### config.mk
export PLATFORM = sky130hd
export DESIGN_NAME = scl_encoder
export DESIGN_NICKNAME = d
export VERILOG_FILES = /design/src/rtl/scl_pkg.sv /design/src/rtl/scl_outer.sv /design/src/rtl/scl_store.sv /design/src/rtl/scl_perm.sv /design/src/rtl/scl_spc_acc.sv /design/src/rtl/scl_encoder.sv
export SDC_FILE = /design/constraint.sdc
export NUM_CORES = 1
export LEC_CHECK = 0
export BUFFER_PORTS_ARGS = -buffer_cell sky130_fd_sc_hd__buf_2
export CORE_ASPECT_RATIO = 1.1
export CORE_MARGIN = 2
export CORE_UTILIZATION = 31
export CTS_BUF_LIST = sky130_fd_sc_hd__clkbuf_2 sky130_fd_sc_hd__clkbuf_4 sky130_fd_sc_hd__clkbuf_8
export DETAILED_ROUTE_END_ITERATION = 10
export PLACE_DENSITY = 0.52
export SLEW_MARGIN = 10
export SYNTH_ARGS = -nofsm -noshare
export SYNTH_HDL_FRONTEND = slang
export SYNTH_SLANG_ARGS = --single-unit
### constraint.sdc
create_clock -name clk -period 22 [get_ports clk]
set_clock_uncertainty 0.1 [all_clocks]
set_input_delay 3.3 -clock clk [delete_from_list [all_inputs] [get_ports clk]]
set_output_delay 3.3 -clock clk [all_outputs]
set_load 0.1 [all_outputs]
### src/rtl/scl_pkg.sv
// Shared types and helpers for the serially concatenated LDPC encoder.
// Assumes rate codes 0..4 map to group sizes J = 2, 4, 8, 16, 32.
package scl_pkg;

    typedef enum logic [1:0] {
        PH_IDLE,
        PH_LOAD,
        PH_EMIT
    } scl_phase_e;

    localparam int          RATE_W   = 3;
    localparam int          GRP_W    = 5;
    localparam logic [2:0]  RATE_J32 = 3'd4;

    // True for rate codes the encoder can serve.
    function automatic logic rate_code_ok(input logic [RATE_W-1:0] code);
        return code <= RATE_J32;
    endfunction

    // J-1 for a rate code: the terminal value of the group counter.
    function automatic logic [GRP_W-1:0] group_mask(input logic [RATE_W-1:0] code);
        logic [GRP_W-1:0] m;
        case (code)
            3'd0:    m = 5'd1;
            3'd1:    m = 5'd3;
            3'd2:    m = 5'd7;
            3'd3:    m = 5'd15;
            default: m = 5'd31;
        endcase
        return m;
    endfunction

endpackage

### src/rtl/scl_outer.sv
// Tail-biting outer code with taps 1+D on both outputs.
// Both coded bits of information bit i equal b[i]^b[i-1], so only one
// difference bit per information bit is produced. Bit 0's difference
// needs b[K-1]; it is formed when the last bit arrives and held in d0.
// Assumes first and last never coincide (K >= 24).
module scl_outer (
    input  logic clk,
    input  logic rst_n,
    input  logic accept,
    input  logic first,
    input  logic last,
    input  logic in_bit,
    output logic sys_valid,
    output logic sys_bit,
    output logic wr_en,
    output logic wr_bit,
    output logic d0
);

    logic prev_q;
    logic head_q;

    // Difference bits for positions 1..K-1 go straight to the store.
    assign wr_en  = accept && !first;
    assign wr_bit = in_bit ^ prev_q;

    // Track the previous bit, the frame's first bit and the wrapped difference.
    always_ff @(posedge clk) begin
        if (!rst_n) begin
            prev_q <= 1'b0;
            head_q <= 1'b0;
            d0     <= 1'b0;
        end else if (accept) begin
            prev_q <= in_bit;
            if (first) head_q <= in_bit;
            if (last)  d0     <= head_q ^ in_bit;
        end
    end

    // Systematic stream: one cycle behind the accepted bit.
    always_ff @(posedge clk) begin
        if (!rst_n) begin
            sys_valid <= 1'b0;
            sys_bit   <= 1'b0;
        end else begin
            sys_valid <= accept;
            sys_bit   <= accept ? in_bit : sys_bit;
        end
    end

    assert_tailbite_R5: assert property (@(posedge clk) disable iff (!rst_n)
        last |=> (d0 == ($past(in_bit) ^ head_q)));

    assert_sys_echo_R3: assert property (@(posedge clk) disable iff (!rst_n)
        accept |=> (sys_valid && sys_bit == $past(in_bit)));

endmodule

### src/rtl/scl_store.sv
// Holds the K outer-code difference bits of one frame.
// A coded address selects entry addr>>1 (both coded copies are equal);
// entry 0 is taken from the d0 input, which is only known at frame end.
// Assumes the write index never reaches DEPTH.
module scl_store #(
    parameter int DEPTH  = 512,
    parameter int IDX_W  = 9,
    parameter int ADDR_W = 10
) (
    input  logic              clk,
    input  logic              wr_en,
    input  logic [IDX_W-1:0]  wr_idx,
    input  logic              wr_bit,
    input  logic              d0,
    input  logic [ADDR_W-1:0] rd_addr,
    output logic              rd_bit
);

    logic             mem [DEPTH];
    logic [IDX_W-1:0] rd_idx;
    logic             unused_lsb;

    // Write one difference bit per accepted information bit.
    always_ff @(posedge clk) begin
        if (wr_en) mem[wr_idx] <= wr_bit;
    end

    // Read the difference bit behind a coded position.
    always_comb begin
        rd_idx     = rd_addr[ADDR_W-1:1];
        unused_lsb = rd_addr[0];
        rd_bit     = (rd_idx == '0) ? d0 : mem[rd_idx];
    end

endmodule

### src/rtl/scl_perm.sv
// Permutation address generator: walks j = 0..n-1 and gives
// (step*j + OFS) mod n incrementally with one add and one compare.
// Assumes step < n and OFS < n, so a single subtraction wraps the sum.
module scl_perm #(
    parameter int CNT_W  = 11,
    parameter int ADDR_W = 10,
    parameter int OFS    = 5
) (
    input  logic              clk,
    input  logic              rst_n,
    input  logic              launch,
    input  logic [CNT_W-1:0]  n_len,
    input  logic [CNT_W-1:0]  step,
    output logic              active,
    output logic [ADDR_W-1:0] addr,
    output logic              last
);

    logic [CNT_W-1:0] pos_q;
    logic [CNT_W:0]   sum;
    logic [CNT_W:0]   wrapped;

    assign last = active && (pos_q == n_len - CNT_W'(1));

    // Next address modulo n.
    always_comb begin
        sum     = (CNT_W+1)'(addr) + (CNT_W+1)'(step);
        wrapped = (sum >= (CNT_W+1)'(n_len)) ? sum - (CNT_W+1)'(n_len) : sum;
    end

    // Step through the permuted positions of one frame.
    always_ff @(posedge clk) begin
        if (!rst_n) begin
            active <= 1'b0;
            addr   <= '0;
            pos_q  <= '0;
        end else if (launch) begin
            active <= 1'b1;
            addr   <= ADDR_W'(OFS);
            pos_q  <= '0;
        end else if (active) begin
            addr   <= ADDR_W'(wrapped);
            pos_q  <= pos_q + CNT_W'(1);
            if (last) active <= 1'b0;
        end
    end

    assert_addr_in_range_R6: assert property (@(posedge clk) disable iff (!rst_n)
        active |-> (CNT_W'(addr) < n_len));

endmodule

### src/rtl/scl_spc_acc.sv
// Single-parity-check combiner followed by the 1/(1+D) accumulator.
// Folds J permuted bits into one check, and emits the running XOR of
// the checks, one parity bit per group. Unterminated: it starts from 0.
// Assumes bit_valid is contiguous for a whole frame after clear.
module scl_spc_acc #(
    parameter int GRP_W = 5
) (
    input  logic             clk,
    input  logic             rst_n,
    input  logic             clear,
    input  logic             bit_valid,
    input  logic             bit_in,
    input  logic [GRP_W-1:0] jmask,
    output logic             par_valid,
    output logic             par_bit
);

    logic [GRP_W-1:0] grp_q;
    logic             chk_q;
    logic             acc_q;
    logic             chk_nx;

    assign chk_nx = chk_q ^ bit_in;

    // Group counting, check folding and accumulation.
    always_ff @(posedge clk) begin
        if (!rst_n) begin
            grp_q     <= '0;
            chk_q     <= 1'b0;
            acc_q     <= 1'b0;
            par_valid <= 1'b0;
            par_bit   <= 1'b0;
        end else begin
            par_valid <= 1'b0;
            if (clear) begin
                grp_q <= '0;
                chk_q <= 1'b0;
                acc_q <= 1'b0;
            end else if (bit_valid) begin
                if (grp_q == jmask) begin
                    grp_q     <= '0;
                    chk_q     <= 1'b0;
                    acc_q     <= acc_q ^ chk_nx;
                    par_bit   <= acc_q ^ chk_nx;
                    par_valid <= 1'b1;
                end else begin
                    grp_q <= grp_q + GRP_W'(1);
                    chk_q <= chk_nx;
                end
            end
        end
    end

    assert_par_spacing_R8: assert property (@(posedge clk) disable iff (!rst_n)
        par_valid |=> !par_valid);

    assert_par_is_acc_R7: assert property (@(posedge clk) disable iff (!rst_n)
        par_valid |-> (par_bit == acc_q));

endmodule

### src/rtl/scl_encoder.sv
// Top of the serially concatenated LDPC encoder.
// Sequences a frame: idle -> load K bits -> emit 2K/J parity bits.
// Validates the configuration on start and picks the permutation step.
// Assumes MUL_A and MUL_B are distinct odd primes below 48 whose product
// exceeds MAX_BYTES, so one of them is always coprime to 2K.
module scl_encoder
    import scl_pkg::*;
#(
    parameter int MAX_BYTES = 64,
    parameter int MIN_BYTES = 3,
    parameter int MUL_A     = 13,
    parameter int MUL_B     = 17,
    parameter int PERM_OFS  = 5,
    localparam int MAX_BITS = 8 * MAX_BYTES,
    localparam int BYTES_W  = $clog2(MAX_BYTES + 1),
    localparam int IDX_W    = $clog2(MAX_BITS),
    localparam int ADDR_W   = $clog2(2 * MAX_BITS),
    localparam int CNT_W    = $clog2(2 * MAX_BITS + 1)
) (
    input  logic               clk,
    input  logic               rst_n,
    input  logic               start,
    input  logic [BYTES_W-1:0] cfg_bytes,
    input  logic [2:0]         cfg_rate,
    input  logic               in_valid,
    input  logic               in_bit,
    output logic               busy,
    output logic               cfg_err,
    output logic               sys_valid,
    output logic               sys_bit,
    output logic               par_valid,
    output logic               par_bit
);

    scl_phase_e         phase;
    logic [CNT_W-1:0]   k_q;
    logic [CNT_W-1:0]   n_q;
    logic [CNT_W-1:0]   step_q;
    logic [GRP_W-1:0]   jmask_q;
    logic [CNT_W-1:0]   in_cnt;
    logic               cfg_ok;
    logic [CNT_W-1:0]   step_sel;
    logic               accept;
    logic               first_in;
    logic               last_in;
    logic               wr_en;
    logic               wr_bit;
    logic               d0;
    logic               perm_active;
    logic [ADDR_W-1:0]  perm_addr;
    logic               perm_last;
    logic               rd_bit;

    // Configuration check and permutation multiplier choice.
    always_comb begin
        cfg_ok = rate_code_ok(cfg_rate)
              && (int'(cfg_bytes) >= MIN_BYTES)
              && (int'(cfg_bytes) <= MAX_BYTES)
              && !(cfg_rate == RATE_J32 && cfg_bytes[0]);
        step_sel = ((int'(cfg_bytes) % MUL_A) == 0) ? CNT_W'(MUL_B) : CNT_W'(MUL_A);
    end

    assign accept   = (phase == PH_LOAD) && in_valid;
    assign first_in = accept && (in_cnt == '0);
    assign last_in  = accept && (in_cnt == k_q - CNT_W'(1));
    assign busy     = (phase != PH_IDLE);
    assign cfg_err  = cfg_err_q;

    logic cfg_err_q;

    // Frame sequencing and configuration capture.
    always_ff @(posedge clk) begin
        if (!rst_n) begin
            phase     <= PH_IDLE;
            k_q       <= '0;
            n_q       <= '0;
            step_q    <= '0;
            jmask_q   <= '0;
            in_cnt    <= '0;
            cfg_err_q <= 1'b0;
        end else begin
            case (phase)
                PH_IDLE: begin
                    if (start) begin
                        if (cfg_ok) begin
                            phase     <= PH_LOAD;
                            k_q       <= CNT_W'(cfg_bytes) << 3;
                            n_q       <= CNT_W'(cfg_bytes) << 4;
                            step_q    <= step_sel;
                            jmask_q   <= group_mask(cfg_rate);
                            in_cnt    <= '0;
                            cfg_err_q <= 1'b0;
                        end else begin
                            cfg_err_q <= 1'b1;
                        end
                    end
                end
                PH_LOAD: begin
                    if (accept) begin
                        in_cnt <= in_cnt + CNT_W'(1);
                        if (last_in) phase <= PH_EMIT;
                    end
                end
                PH_EMIT: begin
                    if (perm_last) phase <= PH_IDLE;
                end
                default: phase <= PH_IDLE;
            endcase
        end
    end

    scl_outer u_outer (
        .clk       (clk),
        .rst_n     (rst_n),
        .accept    (accept),
        .first     (first_in),
        .last      (last_in),
        .in_bit    (in_bit),
        .sys_valid (sys_valid),
        .sys_bit   (sys_bit),
        .wr_en     (wr_en),
        .wr_bit    (wr_bit),
        .d0        (d0)
    );

    scl_store #(
        .DEPTH  (MAX_BITS),
        .IDX_W  (IDX_W),
        .ADDR_W (ADDR_W)
    ) u_store (
        .clk     (clk),
        .wr_en   (wr_en),
        .wr_idx  (in_cnt[IDX_W-1:0]),
        .wr_bit  (wr_bit),
        .d0      (d0),
        .rd_addr (perm_addr),
        .rd_bit  (rd_bit)
    );

    scl_perm #(
        .CNT_W  (CNT_W),
        .ADDR_W (ADDR_W),
        .OFS    (PERM_OFS)
    ) u_perm (
        .clk    (clk),
        .rst_n  (rst_n),
        .launch (last_in),
        .n_len  (n_q),
        .step   (step_q),
        .active (perm_active),
        .addr   (perm_addr),
        .last   (perm_last)
    );

    scl_spc_acc #(
        .GRP_W (GRP_W)
    ) u_spc (
        .clk       (clk),
        .rst_n     (rst_n),
        .clear     (last_in),
        .bit_valid (perm_active),
        .bit_in    (rd_bit),
        .jmask     (jmask_q),
        .par_valid (par_valid),
        .par_bit   (par_bit)
    );

    assert_err_excl_R2: assert property (@(posedge clk) disable iff (!rst_n)
        !(busy && cfg_err));

    assert_bad_cfg_R2: assert property (@(posedge clk) disable iff (!rst_n)
        (phase == PH_IDLE && start && !cfg_ok) |=> (cfg_err && !busy));

    assert_idle_ignore_R4: assert property (@(posedge clk) disable iff (!rst_n)
        (phase == PH_IDLE && in_valid) |=> !sys_valid);

    assert_no_overlap_R8: assert property (@(posedge clk) disable iff (!rst_n)
        !(sys_valid && par_valid));

    assert_start_ignored_R9: assert property (@(posedge clk) disable iff (!rst_n)
        (phase == PH_EMIT && start) |=> (phase != PH_LOAD));

endmodule

==> results of run 1 <==
==> layer usage <==
layer | vias to the layer above | part of all wire | track usage
met5 | - | 0 | 0
met4 | 0 | 0.022 | 0.0512
met3 | 93 | 0.051 | 0.0253
met2 | 439 | 0.52 | 0.280
met1 | 8656 | 0.41 | 0.191
li1 | 7587 | - | -
==> sequential cells by signal, indices dropped and copies added, names as in the netlist, 2 cells and up <==
signal and count:
u_store.mem 512, in_cnt 11, u_perm.pos_q 11, u_perm.addr 10, n_q 7, jmask_q 5, u_spc.grp_q 5, phase 2
step_q 2
==> layout make-up <==
cell class                      count  area share
Sequential cell                   575       0.561
Clock inverter                     35     0.00658
Antenna cell                        2    0.000169
Timing Repair Buffer               59      0.0150
Tap cell                         1140      0.0481
Inverter                           28     0.00354
Multi-Input combinational cell   1308       0.309
Clock buffer                      136      0.0563
==> cells in the mapped netlist (all sizes together) (9+ instances only) <==
library cell	number	area [sq um]
nor2	604	2270
edfxtp	512	15400
mux4	122	2800
nand2	100	375
clkbuf	95	364
buf	67	453
dfxtp	63	1260
a21oi	53	265
mux2i	37	370
nand3	36	180
xor2	32	280
xnor2	31	272
inv	27	101
ha	23	288
nor3	20	105
a211oi	17	128
nor2b	16	100
o21ai	16	80.1
a22o	14	123
a221oi	12	105
a22oi	12	90.1
nand4	12	75.1
and3	11	68.8
nand2b	9	56.3
or3	9	56.3
==> stage by stage <==
step | cell area [sq um] | utilization
5_1_grt | 29700 | 0.349
3_3_place_gp | 27700 | 0.326
6_report | 29700 | 0.349
4_1_cts | 29600 | 0.348
2_1_floorplan | 26700 | -
3_5_place_dp | 27700 | 0.326
==> worst register-to-register path, cell delays in order, from the launching register on <==
cell and delay (ns):
dfxtp_4 0.64, buf_4 0.64, buf_4 0.87, mux4_2 0.64, mux4_2 0.47, mux2i_1 0.29, nor2_1 0.15, or4b_1 0.51
o2111a_2 0.22, o21ai_1 0.11, nor3b_2 0.19, mux2_4 0.31
==> worst max path at each step <==
stage	slack, ns	end	cells past startpoint
floorplan	2.67	u_store.mem[0]	1
global placement	14.48	step_q[3]	17
detailed placement	14.33	step_q[3]	17
CTS	15.07	step_q[3]	17
global route	14.67	step_q[4]	17
finish	14.95	step_q[3]	17
==> logic make-up (layout without fill, tap and decap cells) <==
group | Yosys count | after routing
other cells | 0 | 2
xor+xnor | 63 | 63
fa+ha+maj | 24 | 24
compound gates | 195 | 195
buf+inv | 190 | 258
mux | 167 | 167
simple gates | 859 | 859
flops | 575 | 575
==> power groups by stage <==
| stage | logic [mW] | clock network, mW | registers (mW) |
|---|---|---|---|
| global placement | 0.0743 | 0 | 1.22 |
| detailed placement | 0.0775 | 0 | 1.22 |
| finish | 0.0796 | 0.928 | 1.20 |
| global route | 0.0878 | 0.997 | 1.20 |
| floorplan | 0.0520 | 0 | 1.24 |
| CTS | 0.0778 | 0.951 | 1.20 |
==> impl_metrics.toml, run 1 <==
[worst_hold_path]
hold_depth = 2
hp-class = "register to register"
min_to = "u_spc.par_bit"
min_from = "u_spc.par_bit"

[logic_synthesis]
synth_compound_area_frac = 0.0517
ys_ff_latch = 575
netlist_area_sq_um = 26700
seq_area_frac_synth = 0.624
synth-main-ff-cell = "edfxtp_1"
synth-adder-area-share = 0.0115
synth_edf_count = 512
synth-xor-area-share = 0.0207
syn_inst = 2073
yosysWarnings = 0
synth_top_family_by_area = "simple AND/OR/NAND/NOR gates"
syn_avg_cell_area_sq_um = 12.9
ys_types = 82
postSynth.asyncResetShare = 0
synthSimpleGateAreaFrac = 0.135
synthMuxAreaShare = 0.123
synthesis.nets = 2112

[setup_path]
cp_top_family = "compound AO/OA/AOI/OAI gates"
crit_required_ns = 22.46
arrival_ns = 7.51
worstPathMaxFanout = 24
path_common_cell = "ha_1"
max_stage_delay_ns = 0.63
path_cells = "buf_2, o21a_1, ha_1, and2b_1, a21oi_1, a221o_1, inv_1, ha_1, o22a_1, a311oi_1, xnor2_1, ha_1, a31oi_1, a32o_1, a41oi_1, mux2_2, o311a_1"
start_kind = "input port"
path_buf_inv = 2
worstReg2RegEnd = "u_spc.acc_q"
rrSetupSlack_ns = 16.77
critical_path_class = "input port to register"
cp-startpoint = "cfg_bytes[3]"
slowest_stage = "a311oi_1"
r2r-start = "u_perm.addr[1]"
endpoint_kind = "register"
r2r_cells = 11

[floorplanning]
die_area_sq_um = 88400
die_y_um = 312
row_count = 112
core-area_sq_um = 85100
die_x_um = 284
ios = 21
initial_core_util = 0.313

[placement]
gp_congestion = 0.798
dp_slack_ns = 14.33
dp_hpwl_um = 39300
port_buffers = 20
place_inst = 3108

[timing]
setup-violations-final = 0
min_period_ns = 7.05
timing.hold.ws_ns = 0.364
tightest_slew_ns = 1.18
tns_ns = 0
relSlewSlack = 0.209
clock.fmax_mhz = 142
finalHoldViolCount = 0
setup_ws_ns = 14.95
slew_violations = 0
rsz0062_at_grt = "no"
fin_crit_sh = 0.320

[detailed_routing]
firstDrtPassIters = 5
viasPerCell = 5.11
wl_um = 69500
wl_per_cell_um = 21.2
drc = 0
vias = 16775
drtIter0Drc = 1419
detail-route-antenna-nets = 0

[clocking]
clkTransAtPathRegs_ns = 0.06
h-tree-depth = 3
cts_setup_buffers = 0
cts.sinks = 575
clock_path_buffers = 3
clk_latency_ns = 0.70
cts_tree = "yes"
cts_buffers = 95
cts_resized = 0
ctsHoldBuffers = 0
root_buffer = "clkbuf_8"

[global_routing]
grt_pass1_vias = 17239
grt_start_max_net_pins = 337
antenna_found_initial = 1
grt_overflow_total = 0
grt_pass1_wl_um = 105000
grt_usage = 0.156

[final_layout]
fin_nets = 2106
syn2layout_area_growth_pct = 11.3
drive_gt1_frac = 0.165
seqCellArea_sq_um = 16600
fin_cells = 3283
final_common_cell = "nor2_1"
multi_input_area_sq_um = 9180
layout_common_cells = "603 x nor2_1, 512 x edfxtp_1, 107 x mux4_2"
fillers = 8373

[power_and_ir_drop]
pwr-share-clk = 0.421
p_sw_mw = 0.486
leakage_nw = 8.91
pwr-share-comb = 0.036
power.total_mw = 2.21
p_seq_frac = 0.543
intPower_mw = 1.72
p_sw_frac = 0.220
ir_drop_v = 0.0000379
p_per_area_nw_per_um2 = 74.3

[status]
status = "finished clean"

[run]
maxCapViolCount = 0
(Power assumes the default switching activity.)
==> inputs of run 2 (changes only) <==
clock period = 7.12 ns   (was 22 ns; I/O delays follow)
==> impl_metrics.toml, run 2 (synthesized netlist as in run 1, its figures left out) <==
[setup_path]
max_stage_delay_ns = 0.70
path_cells = "buf_2, o21a_1, ha_1, and2b_1, a21oi_1, a221o_1, inv_1, ha_1, o22a_1, a311oi_1, xnor2_1, ha_1, a31oi_1, a32o_1, a41oi_1, mux2_2, o311a_1"
worstPathMaxFanout = 24
start_kind = "input port"
slowest_stage = "a311oi_1"
arrival_ns = 5.32
critical_path_class = "input port to register"
cp_top_family = "compound AO/OA/AOI/OAI gates"
crit_required_ns = 7.60
path_common_cell = "ha_1"
endpoint_kind = "register"
path_buf_inv = 2

[clocking]
cts_setup_buffers = 0
cts_tree = "yes"
cts.sinks = 575
clk_latency_ns = 0.71
root_buffer = "clkbuf_8"
ctsHoldBuffers = 0
cts_buffers = 99
clkTransAtPathRegs_ns = 0.06
cts_resized = 0
h-tree-depth = 3
clock_path_buffers = 3

[power_and_ir_drop]
intPower_mw = 5.34
p_per_area_nw_per_um2 = 231
p_sw_frac = 0.222
p_seq_frac = 0.540
pwr-share-clk = 0.425
p_sw_mw = 1.52
pwr-share-comb = 0.035
leakage_nw = 8.92
ir_drop_v = 0.000127

[global_routing]
grt_usage = 0.155
grt_start_max_net_pins = 254
grt_pass1_wl_um = 104000
grt_overflow_total = 0
antenna_found_initial = 1
grt_pass1_vias = 17150

[placement]
dp_slack_ns = 1.68
gp_congestion = 0.796
place_inst = 3109
dp_hpwl_um = 38100
port_buffers = 20

[floorplanning]
die_y_um = 312
die_x_um = 284
ios = 21
row_count = 112
initial_core_util = 0.313
core-area_sq_um = 85100
die_area_sq_um = 88400

[timing]
finalHoldViolCount = 0
min_period_ns = 4.84
timing.hold.ws_ns = 0.363
slew_violations = 0
rsz0062_at_grt = "no"
tightest_slew_ns = 1.18
relSlewSlack = 0.209
tns_ns = 0
clock.fmax_mhz = 206
fin_crit_sh = 0.680
setup-violations-final = 0
setup_ws_ns = 2.28

[final_layout]
seqCellArea_sq_um = 16600
drive_gt1_frac = 0.171
layout_common_cells = "604 x nor2_1, 512 x edfxtp_1, 107 x mux4_2, 107 x clkbuf_8, 89 x nand2_1"
fillers = 8247
largest-register = "u_store.mem"
syn2layout_area_growth_pct = 11.4
multi_input_area_sq_um = 9190
largest_register_ffs = 512
fin_cells = 3280
top_regs = "u_store.mem (512), in_cnt (11), u_perm.pos_q (11)"
final_common_cell = "nor2_1"
fin_nets = 2109
postLayoutCoreUtil = 0.349

[detailed_routing]
wl_um = 68900
detail-route-antenna-nets = 0
viasPerCell = 5.11
drtIter0Drc = 1526
drc = 0
vias = 16776
firstDrtPassIters = 5
wl_per_cell_um = 21.0

[run]
maxCapViolCount = 0

[status]
status = "finished clean"

[worst_hold_path]
hp-class = "register to register"
## run 2: cell count changes in the layout (fill, tap and decap cells not counted), moves of 2 or more
cell        delta
buf_12         +2
buf_16         -2
clkbuf_4       +5
clkbuf_8       +3
clkinv_1      -11
clkinvlp_4     +3
nand2_1        -3
nand2_2        +3
## run 2: metal layers
layer / part of all wire / up-vias / GRT usage / routed length, um
met5: 0 / - / 0 / 0
met2: 0.51 / 495 / 0.272 / 35000
met4: 0.028 / 0 / 0.0581 / 1950
met1: 0.41 / 8587 / 0.193 / 28200
met3: 0.054 / 110 / 0.0234 / 3750
li1: - / 7584 / - / -
## run 2: metrics by stage
stage | instance area, sq um | power (mW)
2_1_floorplan | 26700 | 3.96
3_3_place_gp | 27800 | 4.01
3_5_place_dp | 27800 | 4.01
4_1_cts | 29700 | 6.94
5_1_grt | 29700 | 7.12
6_report | 29700 | 6.86
## run 2: worst register-to-register path, cell delays in order, from the launching register on
cell      delay [ns]
dfxtp_1         0.31
buf_4           0.35
ha_1            0.34
inv_1           0.08
nor2_1          0.04
nor2_1          0.14
nor2b_1         0.06
o21ai_0         0.56
xnor2_1         0.19
ha_1            0.30
a21o_1          0.19
a21oi_1         0.23
o32ai_1         0.12
o21ai_0         0.18
nand2b_1        0.09
a21oi_1         0.73
mux2_2          0.42
a211oi_1        0.23
## run 2: area by class of cell
type,count,share of cell area
clock buffers,144,0.0590
clock inverters,26,0.00518
diodes,1,0.0000843
well taps,1140,0.0480
repair buffers,58,0.0142
inverters,28,0.00354
multi-input cells,1308,0.309
flip-flops and latches,575,0.561
## run 2: power groups by stage
| stage | Clock (mW) | Combinational [mW] | Sequential, mW |
|---|---|---|---|
| 4_1_cts | 2.99 | 0.242 | 3.70 |
| 6_report | 2.91 | 0.243 | 3.70 |
| 3_3_place_gp | 0 | 0.233 | 3.77 |
| 3_5_place_dp | 0 | 0.242 | 3.77 |
| 2_1_floorplan | 0 | 0.161 | 3.80 |
| 5_1_grt | 3.14 | 0.269 | 3.70 |
## run 2: final timing paths
path                          to  slack (ns)            from  cells after the start
hold reg to reg    u_spc.par_bit        0.36   u_spc.par_bit                      2
hold / removal     u_spc.par_bit        0.36   u_spc.par_bit                      2
setup / recovery       step_q[3]        2.28    cfg_bytes[3]                     17
setup reg to reg  u_perm.addr[4]        2.34  u_perm.addr[3]                     17
==> inputs of run 3 (changes only) <==
PLACE_DENSITY = 0.53   (was 0.52)
clock period = 4.3 ns   (was 7.12 ns; I/O delays follow)
==> impl_metrics.toml, run 3 (synthesized netlist as in run 1, its figures left out) <==
[final_layout]
final_common_cell = "nor2_1"
drive_gt1_frac = 0.185
fin_area_sq_um = 30100
fillers = 8299
syn2layout_area_growth_pct = 12.7
largest-register = "u_store.mem"
fin_nets = 2154
fin_cells = 3327
layout_common_cells = "604 x nor2_1, 512 x edfxtp_1, 107 x mux4_2"
top_regs = "u_store.mem (512), in_cnt (11), u_perm.pos_q (11)"
largest_register_ffs = 512

[clocking]
cts_buffers = 95
cts.sinks = 575
clk_latency_ns = 0.70
cts_tree = "yes"
cts_setup_buffers = 0
clock_path_buffers = 3
h-tree-depth = 3
root_buffer = "clkbuf_8"
clkTransAtPathRegs_ns = 0.06

[setup_path]
critical_path_class = "register to register"
r2r-start = "u_perm.addr[1]"
endpoint_kind = "register"
arrival_ns = 4.36
worstPathMaxFanout = 37
crit_required_ns = 4.78
cp-startpoint = "u_perm.addr[1]"
start_kind = "register"
r2r_cells = 10

[floorplanning]
die_area_sq_um = 88400
die_x_um = 284
ios = 21
initial_core_util = 0.313
core-area_sq_um = 85100
die_y_um = 312
row_count = 112

[placement]
gp_congestion = 0.838
dp_slack_ns = -0.0222
dp_hpwl_um = 41100
place_area_sq_um = 28200
place_inst = 3158
port_buffers = 20

[power_and_ir_drop]
p_per_area_nw_per_um2 = 373
pwr-share-clk = 0.415
pwr-share-comb = 0.038
ir_drop_v = 0.000199
p_seq_frac = 0.547
leakage_nw = 9.14
intPower_mw = 8.69
p_sw_mw = 2.51
p_sw_frac = 0.224

[timing]
fin_crit_sh = 0.903
min_period_ns = 3.88
rsz0062_at_grt = "no"
setup_ws_ns = 0.416
setup-violations-final = 0
slew_violations = 0
clock.fmax_mhz = 257
tightest_slew_ns = 1.06
timing.hold.ws_ns = 0.200
finalHoldViolCount = 0
relSlewSlack = 0.294

[detailed_routing]
vias = 17091
drc = 0
drtIter0Drc = 1307
detail-route-antenna-nets = 0
wl_per_cell_um = 21.4
firstDrtPassIters = 6
viasPerCell = 5.14
wl_um = 71000

[global_routing]
grt_start_max_net_pins = 102
grt_pass1_wl_um = 107000
grt_overflow_total = 0
grt_pass1_vias = 17324
antenna_found_initial = 1
grt_usage = 0.159

[worst_hold_path]
hold_depth = 3
hp-class = "input port to register"
min_from = "cfg_rate[2]"

[run]
maxCapViolCount = 0

[status]
status = "finished clean"
run 3: cell types whose count changed in the layout (fill, tap and decap cells not counted), moves of 2 or more:
cell	change
clkinv_1	+8
buf_4	+41
clkinv_2	+3
clkbuf_4	-3
nor3b_2	-2
clkbuf_8	-7
nor3b_1	+2
buf_12	+8
clkinvlp_4	-2
run 3: layout make-up:
cell class	count	area (sq um)	area share
Tap cell	1140	1430	0.0475
Inverter	28	105	0.00350
Timing Repair Buffer	107	891	0.0296
Clock buffer	134	1630	0.0543
Antenna cell	1	2.50	0.0000833
Sequential cell	575	16600	0.554
Clock inverter	34	175	0.00583
Multi-Input combinational cell	1308	9180	0.305
run 3: routing by layer:
metal	global-route usage	share of wire	vias to the layer above
met5	0	0	-
met4	0.0560	0.025	0
met3	0.0190	0.047	112
met2	0.278	0.51	454
met1	0.203	0.42	8848
li1	-	-	7677
run 3: worst max-delay path, stage by stage (launching register included):
cell and delay [ns]:
dfxtp_4 0.54, buf_12 0.34, mux4_2 0.57, mux4_2 0.48
mux2i_1 0.30, nor2_1 0.09, or4b_1 0.51, o2111a_2 0.22
o21ai_1 0.11, nor3b_2 0.19, mux2_4 0.31
run 3: what timing repair did:
action | CTS | global route
endpoints found under the setup margin | 0 | 3
resized for setup | 0 | 1
hold buffers | 0 | 0
endpoints found under the hold margin | 0 | 0
run 3: worst paths after layout:
kind              endpoint  slack [ns]
max            u_spc.acc_q        0.42
min             jmask_q[4]        0.20
max reg2reg    u_spc.acc_q        0.42
min reg2reg  u_spc.par_bit        0.37
run 3: power groups by stage:
stage	logic (mW)	clock network, mW	registers [mW]
after CTS	0.431	4.76	6.13
after global placement	0.415	0	6.24
after floorplan	0.268	0	6.29
after detailed placement	0.429	0	6.24
final	0.431	4.64	6.13
after global routing	0.473	5.00	6.12
run 3: stage by stage:
stage	utilization	setup TNS, ns	power (mW)
after detailed placement	0.332	-0.0222	6.67
after global placement	0.332	0	6.66
final	0.353	0	11.2
after global routing	0.353	0	11.6
after floorplan	-	-1149.50	6.56
after CTS	0.353	0	11.3
